[config.mk]
export PLATFORM = sky130hd
export DESIGN_NAME = audio_mute_ctl
export DESIGN_NICKNAME = d
export VERILOG_FILES = /design/src/rtl/audio_mute_pkg.sv /design/src/rtl/mute_ramp.sv /design/src/rtl/mute_gain.sv /design/src/rtl/mute_lock.sv /design/src/rtl/mute_irq.sv /design/src/rtl/audio_mute_ctl.sv
export SDC_FILE = /design/constraint.sdc
export NUM_CORES = 1
export LEC_CHECK = 0
export ABC_AREA = 1
export BUFFER_PORTS_ARGS = -buffer_cell sky130_fd_sc_hd__buf_2
export CORE_ASPECT_RATIO = 0.6
export CORE_UTILIZATION = 40
export DETAILED_ROUTE_END_ITERATION = 10
export PLACE_DENSITY_LB_ADDON = 0.08
export SLEW_MARGIN = 20
export SYNTH_ARGS = -nofsm -noshare
export SYNTH_HDL_FRONTEND = slang
export SYNTH_SLANG_ARGS = --single-unit
[constraint.sdc]
create_clock -name clk -period 8.6 [get_ports clk]
set_clock_uncertainty 0.1 [all_clocks]
set_input_delay 1.72 -clock clk [delete_from_list [all_inputs] [get_ports clk]]
set_output_delay 1.72 -clock clk [all_outputs]
set_load 0.1 [all_outputs]
[src/rtl/audio_mute_pkg.sv]
package audio_mute_pkg;
  typedef enum logic [1:0] {
    RAMP_HOLD = 2'd0,
    RAMP_UP   = 2'd1,
    RAMP_DOWN = 2'd2
  } ramp_dir_e;
endpackage

[src/rtl/mute_ramp.sv]
module mute_ramp
  import audio_mute_pkg::*;
#(
  parameter int RAMP_W = 12
) (
  input  logic            clk,
  input  logic            rst_n,
  input  logic            fs_stb,
  input  logic            soft_mute,
  output logic [RAMP_W:0] cnt_o,
  output logic            full_o
);
  localparam logic [RAMP_W:0] FULL = {1'b1, {RAMP_W{1'b0}}};
  localparam logic [RAMP_W:0] ONE  = {{RAMP_W{1'b0}}, 1'b1};

  logic [RAMP_W:0] cnt_q, cnt_d;
  ramp_dir_e       dir;

  always_comb begin
    if (soft_mute) dir = (cnt_q != FULL) ? RAMP_UP : RAMP_HOLD;
    else           dir = (cnt_q != '0)   ? RAMP_DOWN : RAMP_HOLD;
    case (dir)
      RAMP_UP:   cnt_d = cnt_q + ONE;
      RAMP_DOWN: cnt_d = cnt_q - ONE;
      default:   cnt_d = cnt_q;
    endcase
  end

  always_ff @(posedge clk or negedge rst_n) begin
    if (!rst_n)      cnt_q <= '0;
    else if (fs_stb) cnt_q <= cnt_d;
  end

  assign cnt_o  = cnt_q;
  assign full_o = (cnt_q == FULL);
endmodule

[src/rtl/mute_gain.sv]
module mute_gain #(
  parameter int SAMPLE_W = 24,
  parameter int RAMP_W   = 12
) (
  input  logic signed [SAMPLE_W-1:0] sample_in,
  input  logic        [RAMP_W:0]     cnt,
  input  logic                       force_zero,
  output logic signed [SAMPLE_W-1:0] gained
);
  localparam int PW = SAMPLE_W + RAMP_W + 2;
  localparam logic [RAMP_W:0] FULL = {1'b1, {RAMP_W{1'b0}}};

  logic signed [RAMP_W+1:0] gain;
  logic signed [PW-1:0]     prod;
  logic                     gain_unused;

  always_comb begin
    gain   = {1'b0, FULL - cnt};
    prod   = PW'(sample_in) * PW'(gain);
    gained = force_zero ? '0 : prod[RAMP_W +: SAMPLE_W];
  end

  assign gain_unused = ^{prod[RAMP_W-1:0], prod[PW-1:RAMP_W+SAMPLE_W]};
endmodule

[src/rtl/mute_lock.sv]
module mute_lock #(
  parameter int LOCK_W = 12
) (
  input  logic clk,
  input  logic rst_n,
  input  logic fs_stb,
  input  logic rate_chg,
  output logic lock_pulse
);
  localparam logic [LOCK_W-1:0] ONE = {{(LOCK_W-1){1'b0}}, 1'b1};

  logic [LOCK_W-1:0] cnt_q, cnt_d;
  logic              locked_q, locked_d;

  assign lock_pulse = fs_stb & ~locked_q & ~rate_chg & (cnt_q == '1);

  always_comb begin
    cnt_d    = cnt_q;
    locked_d = locked_q;
    if (rate_chg) begin
      cnt_d    = '0;
      locked_d = 1'b0;
    end else if (fs_stb && !locked_q) begin
      if (cnt_q == '1) locked_d = 1'b1;
      else             cnt_d    = cnt_q + ONE;
    end
  end

  always_ff @(posedge clk or negedge rst_n) begin
    if (!rst_n) begin
      cnt_q    <= '0;
      locked_q <= 1'b0;
    end else begin
      cnt_q    <= cnt_d;
      locked_q <= locked_d;
    end
  end
endmodule

[src/rtl/mute_irq.sv]
module mute_irq (
  input  logic clk,
  input  logic rst_n,
  input  logic mute_now,
  input  logic rise_en,
  input  logic fall_en,
  input  logic lock_pulse,
  input  logic clr,
  output logic irq
);
  logic prev_q, irq_q, irq_d;
  logic rise, fall;

  always_comb begin
    rise  = mute_now & ~prev_q;
    fall  = ~mute_now & prev_q;
    irq_d = (irq_q & ~clr) | (rise & rise_en) | (fall & fall_en) | lock_pulse;
  end

  always_ff @(posedge clk or negedge rst_n) begin
    if (!rst_n) begin
      prev_q <= 1'b0;
      irq_q  <= 1'b0;
    end else begin
      prev_q <= mute_now;
      irq_q  <= irq_d;
    end
  end

  assign irq = irq_q;
endmodule

[src/rtl/audio_mute_ctl.sv]
module audio_mute_ctl #(
  parameter int SAMPLE_W = 24,
  parameter int RAMP_W   = 12,
  parameter int LOCK_W   = 12
) (
  input  logic                       clk,
  input  logic                       rst_n,
  input  logic                       fs_stb,
  input  logic signed [SAMPLE_W-1:0] sample_in,
  input  logic                       soft_mute,
  input  logic                       hard_mute_en,
  input  logic                       auto_mute_en,
  input  logic                       rx_nonaudio,
  input  logic                       rate_chg,
  input  logic                       irq_rise_en,
  input  logic                       irq_fall_en,
  input  logic                       irq_clr,
  output logic signed [SAMPLE_W-1:0] sample_out,
  output logic                       mute_out,
  output logic                       irq
);
  logic [RAMP_W:0]             ramp_cnt;
  logic                        ramp_full;
  logic                        instant_mute;
  logic                        lock_pulse;
  logic signed [SAMPLE_W-1:0]  gained;
  logic signed [SAMPLE_W-1:0]  out_q;

  assign instant_mute = hard_mute_en | (auto_mute_en & rx_nonaudio);
  assign mute_out     = instant_mute | (ramp_cnt != '0);

  mute_ramp #(.RAMP_W(RAMP_W)) u_ramp (
    .clk       (clk),
    .rst_n     (rst_n),
    .fs_stb    (fs_stb),
    .soft_mute (soft_mute),
    .cnt_o     (ramp_cnt),
    .full_o    (ramp_full)
  );

  mute_gain #(.SAMPLE_W(SAMPLE_W), .RAMP_W(RAMP_W)) u_gain (
    .sample_in  (sample_in),
    .cnt        (ramp_cnt),
    .force_zero (instant_mute | ramp_full),
    .gained     (gained)
  );

  mute_lock #(.LOCK_W(LOCK_W)) u_lock (
    .clk        (clk),
    .rst_n      (rst_n),
    .fs_stb     (fs_stb),
    .rate_chg   (rate_chg),
    .lock_pulse (lock_pulse)
  );

  mute_irq u_irq (
    .clk        (clk),
    .rst_n      (rst_n),
    .mute_now   (mute_out),
    .rise_en    (irq_rise_en),
    .fall_en    (irq_fall_en),
    .lock_pulse (lock_pulse),
    .clr        (irq_clr),
    .irq        (irq)
  );

  always_ff @(posedge clk or negedge rst_n) begin
    if (!rst_n)      out_q <= '0;
    else if (fs_stb) out_q <= gained;
  end

  assign sample_out = out_q;
endmodule

==> results.cfg <==
[cts]
cts_buffers = 5
htreeDepth = 2
insertion_delay_ns = 0.31
clk_pin_slew_ns = 0.07
cts_tree = yes
clock_path_buffers = 2
post-cts-setup-buffer-count = 0
cts_resized = 0
cts_root_buffer = clkbuf_16
ctsHoldBuffers = 0
numClockSinks = 52

[cells_and_area]
drive_gt1_share_pct = 6.80
mostFrequentLayoutCell = nand2_1
fillerInstances = 3503
multiInputGateArea_um2 = 11000
final_cell_mix = 484 x nand2_1, 430 x inv_1, 280 x fa_1
nets = 2322
diodes = 0
area_growth_syn_to_layout_pct = 6.94
instances_no_fill = 2371
regArea_um2 = 1300

[routing]
post_drt_wl_per_cell_um = 17.8
final_antenna_net_count = 0
first_pass_iters = 5
drt_iter0_markers = 897
route.vias.total = 11800
wl_um = 42300
vias_per_cell = 4.97
drc_errors = 0

[timing]
tightest_slew_ns = 0.887
maxSlewViolCount = 0
timing.final.hold_violations = 0
holdWs_ns = 0.383
rsz0062_at_grt = no
min_period_over_period_pct = 87.0
final.setup.worst_slack_ns = 1.12
slew_headroom_pct = 40.8
min_period_ns = 7.48
setup_violations = 0
fmax_mhz = 134
tns_ns = 0

[logic_synthesis]
async_reset_ff_share_pct = 100
synth.distinct_cells = 44
post_synth.cell_area_avg_um2 = 7.60
ys.flop_type = dfrtp_1
seq_area_frac_synth_pct = 9.17
yosys_warnings = 0
yosysTopAreaCellShare_pct = 39.5
synth-edff-count = 0
synth_top_area_cell = fa_1
postSynthCellCount = 1866
syn-num-nets = 2277
ys_ff_latch = 52
syn_area_um2 = 14200
synthTopCellsByArea = fa_1 40%, nand2_1 13%, inv_1 11%

[flow_run]
cap_violations = 0

[min_path]
hp-class = reg -> reg

[placement]
place.gp.congestion = 0.907
io_buffers = 60
pre_cts_slack_ns = 0.844
dp.cells = 2363
place_hpwl_um = 36200

[setup_path]
crit_required_ns = 8.69
crit_type = in -> reg
startpoint_type = primary input
critPathArrivalTime_ns = 7.58
worstPathCellList = buf_2, clkinv_1, nor2_1, fa_1, fa_1, inv_1, fa_1, fa_1, inv_1, fa_1, inv_1, fa_1, inv_1, ha_1, nand2_1, nor2_1, nand2_1, nor2_1, nand3_1, nand3_1, nand3_1, nand3_1, nand2_1
worst_path_max_delay_cell = fa_1
path_max_fanout = 9
endpoint_kind = flip-flop
critical_path.max_stage_delay_ns = 0.70
crit_top_cell = fa_1

[global_routing]
antenna_found_initial = 0
grtUsageTotal_pct = 24.8
grt_max_degree = 53
grt_first_pass_wirelength_um = 68500
grt_pass1_vias = 12400
grt-ovfl-total = 0

[floorplanning]
io_pins = 61
die-area_um2 = 36200
dieWidth_um = 245
coreArea_um2 = 34300
initial_utilization_pct = 41.4
rows = 52
fp.dieH_um = 148

[status]
status = complete, no violations
-- state kept, by name, summed over array words and instances, names as in the netlist --
signal and count:
u_irq.irq 1, u_ramp.cnt_o 13, u_irq.prev_q 1, u_lock.locked_q 1, u_lock.cnt_q 12, sample_out 24
-- routing by layer --
layer	part of all wire (%)	vias up	track usage (%)
li1	-	5608	-
met1	51	5812	38.6
met2	41	351	36.3
met3	8.0	17	5.57
met4	0.36	0	1.66
met5	0	-	0
-- cell usage after synthesis, types with 2 or more instances --
| cell | count |
|---|---|
| a21boi_0 | 3 |
| a21o_1 | 9 |
| a21oi_1 | 64 |
| a31oi_1 | 2 |
| and3_1 | 2 |
| buf_2 | 16 |
| buf_4 | 2 |
| buf_6 | 5 |
| clkbuf_1 | 28 |
| clkinv_1 | 3 |
| dfrtp_1 | 52 |
| fa_1 | 280 |
| ha_1 | 96 |
| inv_1 | 430 |
| inv_2 | 5 |
| inv_4 | 2 |
| nand2_1 | 484 |
| nand2_2 | 10 |
| nand3_1 | 48 |
| nand3_2 | 4 |
| nand3b_1 | 5 |
| nand4_1 | 9 |
| nor2_1 | 177 |
| nor2_2 | 3 |
| nor3_1 | 15 |
| nor3_2 | 2 |
| nor4_1 | 4 |
| o21a_1 | 2 |
| o21ai_0 | 56 |
| o21ai_1 | 11 |
| o21ai_2 | 2 |
| o21bai_1 | 6 |
| o31ai_1 | 4 |
| xnor2_1 | 5 |
| xor2_1 | 11 |
-- critical path, delay by kind of cell --
family        cells  cell delay (ns)
fa+ha+maj         7             3.65
simple gates     10             1.36
buf+inv           6             0.83
-- final timing paths --
check / from / endpoint / slack [ns] / cells past startpoint
worst max-delay path: sample_in[23] / sample_out[23] / 1.12 / 23
worst min-delay path: sample_out[6] / sample_out[6] / 0.38 / 2
worst max register to register: u_ramp.cnt_o[1] / sample_out[20] / 1.24 / 26
min in group asynchronous: rst_n / u_lock.cnt_q[4] / 1.42 / 2
max in group asynchronous: rst_n / u_ramp.cnt_o[2] / 6.47 / 2
worst min register to register: sample_out[6] / sample_out[6] / 0.38 / 2
-- stage by stage --
stage	util, %	area (um2)
after detailed placement	43.8	15000
after floorplan	-	14200
final	44.2	15200
after CTS	44.2	15200
after global routing	44.2	15200
after global placement	43.8	15000
-- cells by family after synthesis --
logic type	Yosys count	synth area share (%)
AO/OA/AOI/OAI	163	6.43
XOR/XNOR	16	0.988
adder cells (fa/ha/maj)	376	48.0
buffers and inverters	492	13.5
flip-flops	52	9.17
AND/OR/NAND/NOR	767	21.9
-- layout make-up --
| cell class | count | share of cell area, % |
|---|---|---|
| tap | 459 | 3.79 |
| inverter | 440 | 10.9 |
| sequential | 52 | 8.58 |
| clock buffer | 5 | 0.825 |
| multi-input combinational | 1322 | 72.3 |
| clock inverter | 3 | 0.140 |
| timing repair buffer | 90 | 3.46 |
Power is not shown: default switching activity piles up to over one toggle a cycle in this logic, so the estimate is an artifact.
